[src/rtl/usart_tx_pkg.sv]
package usart_tx_pkg;

  // Control field positions in the read-back word
  localparam int unsigned CTRL_EN     = 0;
  localparam int unsigned CTRL_SYNC   = 1;
  localparam int unsigned CTRL_MASTER = 2;
  localparam int unsigned CTRL_WIDE   = 3;
  localparam int unsigned CTRL_NINTH  = 4;
  localparam int unsigned CTRL_EMPTY  = 5;

  // Strobes from control to datapath
  typedef struct packed {
    logic clear;      // force shifter to idle (all ones)
    logic load;       // take holding byte into shifter
    logic shift;      // advance to next bit
    logic asyncFrame; // wrap data in start/stop bits on load
    logic wide;       // include the ninth bit on load
    logic ninth;      // value of the ninth bit
  } txStrobe_t;

endpackage

[src/rtl/usart_tx_datapath.sv]
module usart_tx_datapath
  import usart_tx_pkg::*;
#(
  parameter int unsigned DATA_W = 8
) (
  input  logic              clk,
  input  logic              rstN,
  input  logic              holdWrite,
  input  logic [DATA_W-1:0] holdData,
  input  txStrobe_t         stb,
  output logic              dataOut
);

  localparam int unsigned FRAME_W = DATA_W + 3;

  logic [DATA_W-1:0]  holdReg;
  logic [FRAME_W-1:0] shiftReg;
  logic [FRAME_W-1:0] loadWord;

  always_ff @(posedge clk or negedge rstN) begin
    if (!rstN) begin
      holdReg <= '0;
    end else if (holdWrite) begin
      holdReg <= holdData;
    end
  end

  // Frame image: bit 0 leaves first; unused upper positions stay high
  always_comb begin
    loadWord = '1;
    if (stb.asyncFrame) begin
      loadWord[0] = 1'b0;
      for (int i = 0; i < int'(DATA_W); i++) begin
        loadWord[i+1] = holdReg[i];
      end
      if (stb.wide) loadWord[DATA_W+1] = stb.ninth;
    end else begin
      for (int i = 0; i < int'(DATA_W); i++) begin
        loadWord[i] = holdReg[i];
      end
      if (stb.wide) loadWord[DATA_W] = stb.ninth;
    end
  end

  always_ff @(posedge clk or negedge rstN) begin
    if (!rstN) begin
      shiftReg <= '1;
    end else if (stb.clear) begin
      shiftReg <= '1;
    end else if (stb.load) begin
      shiftReg <= loadWord;
    end else if (stb.shift) begin
      shiftReg <= {1'b1, shiftReg[FRAME_W-1:1]};
    end
  end

  assign dataOut = shiftReg[0];

endmodule

[src/rtl/usart_tx_control.sv]
module usart_tx_control
  import usart_tx_pkg::*;
#(
  parameter int unsigned DATA_W        = 8,
  parameter int unsigned TICKS_PER_BIT = 16
) (
  input  logic       clk,
  input  logic       rstN,
  input  logic       baudTick,
  input  logic       ctrlWrite,
  input  logic [4:0] ctrlWrData,
  input  logic       holdWrite,
  input  logic       rxSingleEn,
  input  logic       rxContEn,
  input  logic       extClkIn,
  output txStrobe_t  stb,
  output logic [7:0] ctrlRead,
  output logic       busy,
  output logic       bufFull,
  output logic       clkReg,
  output logic       clkDriveEn
);

  localparam int unsigned TICK_W = (TICKS_PER_BIT > 1) ? $clog2(TICKS_PER_BIT) : 1;
  localparam int unsigned BIT_W  = $clog2(DATA_W + 4);
  localparam logic [TICK_W-1:0] TICK_LAST = TICK_W'(TICKS_PER_BIT - 1);

  logic enReg, syncReg, masterReg, wideReg, ninthReg;
  logic [TICK_W-1:0] tickCnt;
  logic [BIT_W-1:0]  bitsLeft;
  logic [BIT_W-1:0]  frameBits;
  logic extPrev;
  logic txActive, extFall, bitEnd, shiftNow, lastBit, loadNow;

  // Receive enables win over transmit enable in synchronous mode only
  assign txActive = enReg && !(syncReg && (rxSingleEn || rxContEn));
  assign extFall  = extPrev && !extClkIn;

  always_comb begin
    if (!syncReg)       bitEnd = baudTick && (tickCnt == TICK_LAST);
    else if (masterReg) bitEnd = baudTick && clkReg;
    else                bitEnd = extFall;
  end

  assign shiftNow  = busy && bitEnd;
  assign lastBit   = shiftNow && (bitsLeft == BIT_W'(1));
  assign loadNow   = txActive && bufFull && (!busy || lastBit);
  assign frameBits = BIT_W'(DATA_W) + (syncReg ? BIT_W'(0) : BIT_W'(2)) + BIT_W'(wideReg);

  always_comb begin
    stb            = '0;
    stb.clear      = !txActive;
    stb.load       = loadNow;
    stb.shift      = shiftNow && txActive;
    stb.asyncFrame = !syncReg;
    stb.wide       = wideReg;
    stb.ninth      = ninthReg;
  end

  // Control register
  always_ff @(posedge clk or negedge rstN) begin
    if (!rstN) begin
      enReg     <= 1'b0;
      syncReg   <= 1'b0;
      masterReg <= 1'b0;
      wideReg   <= 1'b0;
      ninthReg  <= 1'b0;
    end else if (ctrlWrite) begin
      enReg     <= ctrlWrData[CTRL_EN];
      syncReg   <= ctrlWrData[CTRL_SYNC];
      masterReg <= ctrlWrData[CTRL_MASTER];
      wideReg   <= ctrlWrData[CTRL_WIDE];
      ninthReg  <= ctrlWrData[CTRL_NINTH];
    end
  end

  always_ff @(posedge clk or negedge rstN) begin
    if (!rstN) begin
      bufFull <= 1'b0;
    end else if (holdWrite) begin
      bufFull <= 1'b1;
    end else if (loadNow) begin
      bufFull <= 1'b0;
    end
  end

  always_ff @(posedge clk or negedge rstN) begin
    if (!rstN) extPrev <= 1'b0;
    else       extPrev <= extClkIn;
  end

  // Shift sequencing
  always_ff @(posedge clk or negedge rstN) begin
    if (!rstN) begin
      busy     <= 1'b0;
      tickCnt  <= '0;
      bitsLeft <= '0;
      clkReg   <= 1'b0;
    end else if (!txActive) begin
      busy     <= 1'b0;
      tickCnt  <= '0;
      bitsLeft <= '0;
      clkReg   <= 1'b0;
    end else if (loadNow) begin
      busy     <= 1'b1;
      tickCnt  <= '0;
      bitsLeft <= frameBits;
      clkReg   <= 1'b0;
    end else if (busy) begin
      if (!syncReg && baudTick) begin
        tickCnt <= (tickCnt == TICK_LAST) ? '0 : tickCnt + TICK_W'(1);
      end
      if (syncReg && masterReg && baudTick) begin
        clkReg <= !clkReg;
      end
      if (shiftNow) begin
        bitsLeft <= bitsLeft - BIT_W'(1);
        if (lastBit) busy <= 1'b0;
      end
    end
  end

  assign clkDriveEn = syncReg && masterReg;
  assign ctrlRead   = {2'b00, !busy, ninthReg, wideReg, masterReg, syncReg, enReg};

endmodule

[src/rtl/usart_tx_engine.sv]
module usart_tx_engine
  import usart_tx_pkg::*;
#(
  parameter int unsigned DATA_W        = 8,
  parameter int unsigned TICKS_PER_BIT = 16
) (
  input  logic              clk,
  input  logic              rstN,
  input  logic              baudTick,
  input  logic              ctrlWrite,
  input  logic [4:0]        ctrlWrData,
  input  logic              holdWrite,
  input  logic [DATA_W-1:0] holdData,
  input  logic              rxSingleEn,
  input  logic              rxContEn,
  input  logic              extClkIn,
  output logic [7:0]        ctrlRead,
  output logic              emptyFlag,
  output logic              bufFull,
  output logic              dataOut,
  output logic              clkOut,
  output logic              clkOutEn
);

  txStrobe_t stb;
  logic busy;

  usart_tx_control #(
    .DATA_W       (DATA_W),
    .TICKS_PER_BIT(TICKS_PER_BIT)
  ) i_control (
    .clk       (clk),
    .rstN      (rstN),
    .baudTick  (baudTick),
    .ctrlWrite (ctrlWrite),
    .ctrlWrData(ctrlWrData),
    .holdWrite (holdWrite),
    .rxSingleEn(rxSingleEn),
    .rxContEn  (rxContEn),
    .extClkIn  (extClkIn),
    .stb       (stb),
    .ctrlRead  (ctrlRead),
    .busy      (busy),
    .bufFull   (bufFull),
    .clkReg    (clkOut),
    .clkDriveEn(clkOutEn)
  );

  usart_tx_datapath #(
    .DATA_W(DATA_W)
  ) i_datapath (
    .clk      (clk),
    .rstN     (rstN),
    .holdWrite(holdWrite),
    .holdData (holdData),
    .stb      (stb),
    .dataOut  (dataOut)
  );

  assign emptyFlag = !busy;

endmodule

[config.mk]
export PLATFORM = sky130hd
export DESIGN_NAME = usart_tx_engine
export DESIGN_NICKNAME = d
export VERILOG_FILES = /design/src/rtl/usart_tx_pkg.sv /design/src/rtl/usart_tx_datapath.sv /design/src/rtl/usart_tx_control.sv /design/src/rtl/usart_tx_engine.sv
export SDC_FILE = /design/constraint.sdc
export NUM_CORES = 1
export LEC_CHECK = 0
export BUFFER_PORTS_ARGS = -buffer_cell sky130_fd_sc_hd__buf_2
export CORE_ASPECT_RATIO = 0.8
export CORE_UTILIZATION = 45
export DETAILED_ROUTE_END_ITERATION = 16
export PLACE_DENSITY = 0.73
export SYNTH_ARGS = -nofsm -noshare
export SYNTH_HDL_FRONTEND = slang
export SYNTH_SLANG_ARGS = --single-unit
[constraint.sdc]
create_clock -name clk -period 3.32 [get_ports clk]
set_clock_uncertainty 0.05 [all_clocks]
set_input_delay 0.166 -clock clk [delete_from_list [all_inputs] [get_ports clk]]
set_output_delay 0.166 -clock clk [all_outputs]
set_load 0.01 [all_outputs]
==> results of run 1 <==
[cell usage in the layout (no fill, tap or decap), types with 2 or more instances in the layout]
cell type      netlist  routed
conb_1               1       2
o22ai_1              8       8
inv_1                5       5
a21oi_1             12      12
nand2_1             12      12
o211ai_1             3       3
o2bb2ai_1            8       8
xor2_1               3       3
nor2_1               9       9
nand3_1              3       3
buf_2                3      31
dfstp_2             10      10
dfrtp_1             25      25
nor3_1               3       3
o21ai_0              5       5
ha_1                 3       3
dlygate4sd3_1        0       2
a31oi_1              3       3
mux2_2              19      19
clkbuf_8             0       6
[final cells by class]
| class | instances | area share |
|---|---|---|
| clock buffer | 7 | 0.0403 |
| multi-input combinational | 120 | 0.421 |
| inverter | 5 | 0.00875 |
| timing repair buffer | 33 | 0.0817 |
| sequential | 35 | 0.414 |
| clock inverter | 1 | 0.00233 |
| tap | 55 | 0.0321 |
[registers in the layout, indices dropped and copies added (netlist names)]
name                 cells
i_control.clkReg         1
i_datapath.shiftReg     10
i_control.busy           1
i_control.extPrev        1
i_control.ninthReg       1
i_control.syncReg        1
i_datapath.holdReg       8
i_control.bitsLeft       4
i_control.enReg          1
i_control.wideReg        1
i_control.tickCnt        4
i_control.bufFull        1
i_control.masterReg      1
[cells by family (layout without fill, tap and decap cells)]
kind of cell,count (synthesis),in the layout,share of synthesized area
other,1,2,0.00194
multiplexers,20,20,0.116
XOR/XNOR,3,3,0.0136
AO/OA/AOI/OAI,50,50,0.187
adder cells (fa/ha/maj),3,3,0.0194
buffers and inverters,24,46,0.0757
flip-flops,35,35,0.460
AND/OR/NAND/NOR,42,42,0.127
[final timing paths]
kind / cells past startpoint / end / slack [ps]
max in group asynchronous: 2 / i_datapath.holdReg[5] / 2270
min in group asynchronous: 2 / i_control.extPrev / 440
hold / removal: 3 / i_control.wideReg / 30
setup / recovery: 5 / i_control.bitsLeft[3] / 1130
hold reg to reg: 1 / i_datapath.shiftReg[4] / 430
setup reg to reg: 5 / i_control.bitsLeft[3] / 1130
[critical path, cell delays in order, from the launching register on]
cell,delay [ps]
dfrtp_1,770
o21ai_0,220
and2_1,340
nand2_1,300
o211ai_1,140
a22o_1,260
[metal layers]
layer | up-vias | part of all wire
met5 | - | 0
met4 | 0 | 0.022
met3 | 7 | 0.064
met2 | 51 | 0.41
met1 | 679 | 0.50
li1 | 686 | -
[metrics by stage]
| step | util | std cells | hold WS (ps) | setup WS (ps) |
|---|---|---|---|---|
| 5_1_grt | 0.542 | 256 | 40.7 | 960 |
| 3_3_place_gp | 0.514 | 246 | 227 | 1280 |
| 4_1_cts | 0.542 | 256 | 22.2 | 1160 |
| 3_5_place_dp | 0.514 | 246 | 234 | 1190 |
| 2_1_floorplan | - | 179 | -180 | 1510 |
| 6_report | 0.542 | 256 | 27.7 | 1130 |
[synthesized netlist by cell type, types with 3 or more instances]
master	number
ha_1	3
mux2_2	19
o211ai_1	3
dfstp_2	10
nand2_1	12
o21ai_0	5
buf_6	3
clkbuf_1	5
o22ai_1	8
nor3_1	3
a21oi_1	12
xor2_1	3
buf_2	3
o2bb2ai_1	8
nor2_1	9
nand3_1	3
buf_4	8
a31oi_1	3
dfrtp_1	25
inv_1	5
[repair_timing]
| action | 4_1_cts | 5_1_grt |
|---|---|---|
| hold buffers | 2 | 0 |
| resized for setup | 0 | 0 |
| endpoints found under the hold margin | 26 | 0 |
[power by group]
part	leakage [nW]	total (mW)	switching [mW]	internal, mW
combinational	0.421	0.242	0.133	0.109
sequential	0.415	0.548	0.0510	0.497
clock	0.0482	0.320	0.153	0.167
total	0.884	1.11	0.337	0.773
==> flow_summary.json, run 1 <==
{
  "track_usage": 0.197,
  "pin_count": 34,
  "worst_pin_slew_ps": 773,
  "antennaDiodeCount": 0,
  "min_from": "ctrlWrData[3]",
  "p_per_area_nw_per_um2": 518,
  "netlist_area_um2": 1930,
  "dieArea_um2": 4560,
  "crit_fanout": 18,
  "cts_root_buffer": "clkbuf_8",
  "first_pass_iters": 5,
  "synth_top_cells_by_area": "dfrtp_1, dfstp_2, mux2_2",
  "ys_warn_count": 0,
  "fp.dieW_um": 75.3,
  "placementRows": 20,
  "syn2layout_area_growth_pct": 10.9,
  "period_needed_ps": 2190,
  "clock-sinks": 35,
  "layout-drive-gt1-share": 0.383,
  "multi_input_area_um2": 902,
  "drc": 0,
  "setup-violations-final": 0,
  "synth-seq-area-share": 0.460,
  "use_met3": 0.0449,
  "grt_pass1_vias": 1256,
  "netlist_instances": 178,
  "cts_inserted_buffers": 5,
  "status": "finished, final reports clean",
  "postCtsSetupBuffers": 0,
  "drv_cap": 0,
  "grt-ovfl-total": 0,
  "start_util": 0.489,
  "fin_crit_sh": 0.660,
  "power_mw": 1.11,
  "fin_nets": 224,
  "fmax_ghz": 0.456,
  "htree_levels": 2,
  "grt_use_met1": 0.306,
  "cp-start-kind": "flop",
  "die_h_um": 60.6,
  "routabilityCongestion": 0.857,
  "final_hold_viol_count": 0,
  "leakagePower_nw": 0.884,
  "final.setup.tns_ps": 0,
  "stdcell_area_um2": 2140,
  "critPathLaunch": "i_control.syncReg",
  "routedWlPerCell_um": 15.2,
  "relSlewSlack": 0.485,
  "postRouteWirelength_mm": 3.90,
  "synth-edff-count": 0,
  "grt_max_degree": 36,
  "worstPathArrival_ps": 2330,
  "clkTransAtPathRegs_ps": 70,
  "required_ps": 3460,
  "synth_top_area_cell": "dfrtp_1",
  "vias": 1423,
  "hold_path_class": "primary input to flop",
  "critical_path.endpoint_type": "flop",
  "crit_type": "flop to flop",
  "syn_area_per_cell_um2": 10.9,
  "ys_types": 48,
  "finalMaxSlewViolations": 0,
  "cts.path.max_buffers": 2,
  "nFillCells": 373,
  "vdd_ir_drop_max_uv": 305,
  "placed_area_um2": 2030,
  "ys_ff_latch": 35,
  "cts_tree": "built",
  "seqCellArea_um2": 888,
  "antenna_found_initial": 0,
  "top_usage_layer": "met1",
  "grt_use_met2": 0.253,
  "synthFlopType": "dfrtp_1",
  "io_buffers": 31,
  "viasPerCell": 5.56,
  "core_um2": 3950,
  "synth_top_area_frac": 0.324,
  "dpl.hpwl_mm": 2.70,
  "grt_pass1_wl_mm": 6.38,
  "drtAntennaViolNets": 0,
  "rsz0062_at_grt": "no",
  "clk_latency_ps": 300,
  "drt_iter0_markers": 125,
  "async_reset_ff_frac": 1.00,
  "reg2reg_from": "i_control.syncReg"
}
Power figures use the tool's default switching activity.
==> inputs of run 2 (changes only) <==
==> constraint.sdc (replaced) <==
create_clock -name clk -period 2.3 [get_ports clk]
set_clock_uncertainty 0.05 [all_clocks]
set_input_delay 0.115 -clock clk [delete_from_list [all_inputs] [get_ports clk]]
set_output_delay 0.115 -clock clk [all_outputs]
set_load 0.01 [all_outputs]
==> run 2 against run 1 <==
- total power grew 42%
- fmax grew 8.4%
- design area grew 0.35%
- routed wire length shrank 1.5%
- worst hold slack lost 25 ps
- first-iteration DRC count grew 13%
- register-to-register slack lost 850 ps
- core utilization grew 0.19 points
- critical endpoint is now i_datapath.shiftReg[9]
- largest cell class unchanged
- largest power group unchanged
==> flow_summary.json, run 2 (same netlist as run 1, synthesis figures left out) <==
{
  "postCtsHoldBufs": 3,
  "setup-violations-final": 0,
  "final.setup.tns_ps": 0,
  "clock-sinks": 35,
  "fin_crit_sh": 0.880,
  "grt-ovfl-total": 0,
  "leakagePower_nw": 0.887,
  "postRouteWirelength_mm": 3.84,
  "reg2reg_slack_ps": 280,
  "die_h_um": 60.6,
  "io_buffers": 31,
  "clk_latency_ps": 290,
  "p_seq_frac": 0.499,
  "cts_inserted_buffers": 5,
  "antennaDiodeCount": 0,
  "reg.largest.list": "i_datapath.shiftReg: 10 flops, i_datapath.holdReg: 8 flops",
  "combPwrFrac": 0.226,
  "pwr-share-clk": 0.274,
  "vias": 1433,
  "p_int_mw": 1.09,
  "r2r_cells": 6,
  "mostFrequentLayoutCells": "buf_2, dfrtp_1, mux2_2, nand2_1, a21oi_1",
  "fp.dieW_um": 75.3,
  "routabilityCongestion": 0.854,
  "min_from": "holdData[4]",
  "rsz0062_at_grt": "no",
  "dieArea_um2": 4560,
  "cts_root_buffer": "clkbuf_8",
  "power_mw": 1.57,
  "drv_cap": 0,
  "viasPerCell": 5.55,
  "crit_type": "flop to flop",
  "hold_path_class": "primary input to flop",
  "status": "finished, final reports clean",
  "cts-resized-gates": 0,
  "p_sw_frac": 0.307,
  "grt_pass1_wl_mm": 6.85,
  "cts.path.max_buffers": 2,
  "clkTransAtPathRegs_ps": 70,
  "crit_fanout": 4,
  "period_needed_ps": 2020,
  "grt_pass1_vias": 1401,
  "layout-drive-gt1-share": 0.379,
  "power.switching_mw": 0.484,
  "reg2reg_from": "i_control.bitsLeft[1]",
  "vdd_ir_drop_max_uv": 480,
  "p_per_area_nw_per_um2": 732,
  "start_util": 0.489,
  "htree_levels": 2,
  "drc": 0,
  "drt_iter0_markers": 141,
  "endpoint": "i_datapath.shiftReg[9]",
  "placementRows": 20,
  "cts_tree": "built",
  "critPathLaunch": "i_control.bitsLeft[1]",
  "critical_path.endpoint_type": "flop",
  "antenna_found_initial": 0,
  "routedWlPerCell_um": 14.9,
  "finalMaxSlewViolations": 0,
  "cp-start-kind": "flop",
  "largest_reg_flops": 10,
  "regMostFlops": "i_datapath.shiftReg",
  "layout_commonest_cell": "buf_2",
  "relSlewSlack": 0.508,
  "postCtsSetupBuffers": 0,
  "drtAntennaViolNets": 0,
  "final_hold_viol_count": 0,
  "syn2layout_area_growth_pct": 11.3,
  "fin_nets": 226,
  "pin_count": 34,
  "required_ps": 2470,
  "worst_pin_slew_ps": 738,
  "core_um2": 3950,
  "rr_endpoint": "i_datapath.shiftReg[9]",
  "grt_max_degree": 36,
  "fmax_ghz": 0.494,
  "worstPathArrival_ps": 2190,
  "dpl.hpwl_mm": 2.68,
  "track_usage": 0.208,
  "first_pass_iters": 4
}
run 2: cell types whose count changed in the layout (fill, tap and decap cells not counted), sizes merged:
| cell | delta |
|---|---|
| buf | +1 |
| dlygate4sd3 | +1 |
run 2: critical path, stage by stage, from the launching register on:
cell and delay (ps):
dfrtp_1 400, inv_1 100, ha_1 150, nor3b_1 420, o21ai_1 200, a211o_1 350, o32a_1 290
run 2: per-layer routing:
layer / vias up / share of wire / track usage
met5: - / 0 / 0
met4: 0 / 0.018 / 0.101
met3: 8 / 0.048 / 0.0449
met2: 42 / 0.42 / 0.287
met1: 696 / 0.52 / 0.311
li1: 687 / - / -
run 2: how the worst min path moves through the flow:
stage / end / slack [ps] / cells past startpoint
CTS: i_datapath.holdReg[4] / 0.07 / 2
floorplan: i_control.bitsLeft[0] / -230 / 0
finish: i_datapath.holdReg[4] / 3 / 2
global placement: i_control.masterReg / 180 / 1
global route: i_datapath.holdReg[5] / 3 / 2
detailed placement: i_control.extPrev / 180 / 1
run 2: cell type report:
cell class | instances | area, um^2
multi-input combinational | 120 | 902
clock inverter | 1 | 5.00
sequential | 35 | 888
timing repair buffer | 35 | 193
inverter | 5 | 18.8
fill | 366 | 1800
clock buffer | 7 | 76.3
tap | 55 | 68.8
run 2: through the flow:
step	hold WS, ps	std cells	utilization	setup slack [ps]	cell area, um^2
after CTS	0.0659	258	0.544	292	2150
final	3.03	258	0.544	276	2150
after floorplan	-231	179	-	494	1940
after global routing	2.82	258	0.544	94.2	2150
after global placement	183	247	0.516	403	2040
after detailed placement	176	247	0.516	300	2040
run 2: power by group through the flow:
stage	logic (mW)	clock network (mW)	registers [mW]
global route	0.396	0.472	0.797
global placement	0.344	0	0.792
floorplan	0.292	0	0.767
detailed placement	0.350	0	0.794
CTS	0.357	0.440	0.785
finish	0.356	0.432	0.787
==> inputs of run 3 (changes only) <==
--- a/config.mk
+++ b/config.mk
@@ -8,6 +8,7 @@
 export BUFFER_PORTS_ARGS = -buffer_cell sky130_fd_sc_hd__buf_2
 export CORE_ASPECT_RATIO = 0.8
 export CORE_UTILIZATION = 45
+export CTS_BUF_LIST = sky130_fd_sc_hd__clkbuf_8
 export DETAILED_ROUTE_END_ITERATION = 16
 export PLACE_DENSITY = 0.73
 export SYNTH_ARGS = -nofsm -noshare
==> constraint.sdc (replaced) <==
create_clock -name clk -period 2.3 [get_ports clk]
set_clock_uncertainty 0.05 [all_clocks]
set_input_delay 0.115 -clock clk [delete_from_list [all_inputs] [get_ports clk]]
set_output_delay 0.115 -clock clk [all_outputs]
set_load 0.1 [all_outputs]
==> run 3 against run 2 <==
- sequential share of layout area decreased by 0.19 points
- critical path depth unchanged
- combinational power increased by 46%
- largest power group unchanged
- fmax about the same
- routed wire length decreased by 0.16%
==> flow_summary.json, run 3 (same netlist as run 1, synthesis figures left out) <==
{
  "nFillCells": 364,
  "p_sw_frac": 0.374,
  "reg.largest.list": "i_datapath.shiftReg: 10 flops, i_datapath.holdReg: 8 flops",
  "vias": 1441,
  "io_buffers": 31,
  "mostFrequentLayoutCells": "buf_2, dfrtp_1, mux2_2, nand2_1, a21oi_1",
  "p_int_mw": 1.08,
  "grt-ovfl-total": 0,
  "slowest_stage": "nor3b_1",
  "track_usage": 0.208,
  "finalNonFillerCells": 259,
  "hold_path_depth": 2,
  "cp-start-kind": "flop",
  "critical_path.endpoint_type": "flop",
  "grt_use_met1": 0.312,
  "seqCellArea_um2": 888,
  "layout_commonest_cell": "buf_2",
  "relSlewSlack": 0.511,
  "reg2reg_from": "i_control.bitsLeft[1]",
  "placed_cells": 247,
  "antenna_found_initial": 0,
  "layout-drive-gt1-share": 0.377,
  "dpl.hpwl_mm": 2.68,
  "routedWlPerCell_um": 14.8,
  "clock-sinks": 35,
  "rsz0062_at_grt": "no",
  "routabilityCongestion": 0.854,
  "drc": 0,
  "htree_levels": 2,
  "fmax_ghz": 0.495,
  "holdWs_ps": 3.11,
  "fp.dieW_um": 75.3,
  "p_seq_frac": 0.454,
  "combPwrFrac": 0.300,
  "hold_path_class": "primary input to flop",
  "min_from": "holdData[6]",
  "required_ps": 2470,
  "postCtsSetupBuffers": 0,
  "cts_root_buffer": "clkbuf_8",
  "grt_pass1_wl_mm": 6.87,
  "crit_fanout": 4,
  "clk_latency_ps": 290,
  "drt_iter0_markers": 144,
  "period_needed_ps": 2020,
  "status": "finished, final reports clean",
  "drtAntennaViolNets": 0,
  "core_um2": 3950,
  "crit_type": "flop to flop",
  "viasPerCell": 5.56,
  "power.switching_mw": 0.648,
  "cts.path.max_buffers": 2,
  "die_h_um": 60.6,
  "syn2layout_area_growth_pct": 11.8,
  "first_pass_iters": 4,
  "pwr-share-clk": 0.246,
  "top_usage_layer": "met1",
  "rr_endpoint": "i_datapath.shiftReg[9]",
  "cpPeakStageDelay_ps": 420,
  "clkTransAtPathRegs_ps": 70,
  "leakagePower_nw": 0.899,
  "postRouteWirelength_mm": 3.83,
  "grt_pass1_vias": 1408,
  "final.setup.tns_ps": 0,
  "hold_end": "i_datapath.holdReg[6]",
  "antennaDiodeCount": 0,
  "r2r_cells": 6,
  "grt_use_met2": 0.287,
  "setup-violations-final": 0,
  "vdd_ir_drop_max_uv": 597,
  "fin_nets": 227,
  "final_hold_viol_count": 0,
  "multi_input_area_um2": 902,
  "start_util": 0.489,
  "worstSetupPathDepth": 6,
  "drv_cap": 0,
  "p_per_area_nw_per_um2": 801,
  "path_cells": "inv_1 -> ha_1 -> nor3b_1 -> o21ai_1 -> a211o_1 -> o32a_1",
  "worstPathArrival_ps": 2190,
  "cts_tree": "built",
  "dieArea_um2": 4560,
  "worst_pin_slew_ps": 734,
  "fin_crit_sh": 0.879,
  "finalMaxSlewViolations": 0,
  "pin_count": 34,
  "placementRows": 20,
  "use_met3": 0.0449,
  "grt_max_degree": 36,
  "path_buf_inv": 1,
  "largest_reg_flops": 10,
  "cts_inserted_buffers": 5,
  "reg2reg_slack_ps": 280,
  "cp_top_family": "compound AO/OA/AOI/OAI gates",
  "regMostFlops": "i_datapath.shiftReg"
}
[run 3: changes by cell type in the layout (fill, tap and decap cells not counted)]
cell / change
dlygate4sd3_1: +1
inv_1: +2
clkbuf_1: -2
[run 3: final cells by class]
cell class,count,share of cell area
clock buffer,5,0.0318
tap,55,0.0318
inverter,5,0.00868
clock inverter,3,0.00579
multi-input combinational,120,0.417
sequential,35,0.411
timing repair buffer,36,0.0937
[run 3: power by group through the flow]
stage	registers, mW	logic, mW	clock network, mW
after floorplan	0.812	0.411	0
after CTS	0.785	0.520	0.432
after detailed placement	0.794	0.512	0
final	0.786	0.519	0.425
after global placement	0.792	0.507	0
after global routing	0.797	0.560	0.464
[run 3: how the worst max path moves through the flow]
stage	from	end	slack [ps]
after global placement	i_control.tickCnt[0]	i_datapath.shiftReg[9]	400
after CTS	i_control.bitsLeft[1]	i_datapath.shiftReg[9]	290
after global routing	i_control.bitsLeft[1]	i_control.bitsLeft[0]	90
after floorplan	i_control.clkReg	i_datapath.shiftReg[9]	240
after detailed placement	i_control.bitsLeft[1]	i_datapath.shiftReg[9]	300
final	i_control.bitsLeft[1]	i_datapath.shiftReg[9]	280
[run 3: stage by stage]
step	utilization	area, um^2	setup WS, ps	power [mW]
2_1_floorplan	-	1940	242	1.22
3_3_place_gp	0.516	2040	403	1.30
5_1_grt	0.547	2160	94.2	1.82
6_report	0.547	2160	278	1.73
4_1_cts	0.547	2160	292	1.74
3_5_place_dp	0.516	2040	300	1.31
[run 3: what timing repair did]
action | CTS | global route
resized for setup | 0 | 0
endpoints found under the hold margin | 28 | 0
hold buffers | 4 | 0
[run 3: routing by layer]
metal,part of all wire,vias up
met4,0.018,0
met2,0.42,45
met3,0.049,8
li1,-,690
met5,0,-
met1,0.51,698
[run 3: worst register-to-register path, stage by stage (launching register included)]
cell and delay [ps]:
dfrtp_1 400, inv_1 100, ha_1 150, nor3b_1 420, o21ai_1 200, a211o_1 350, o32a_1 290
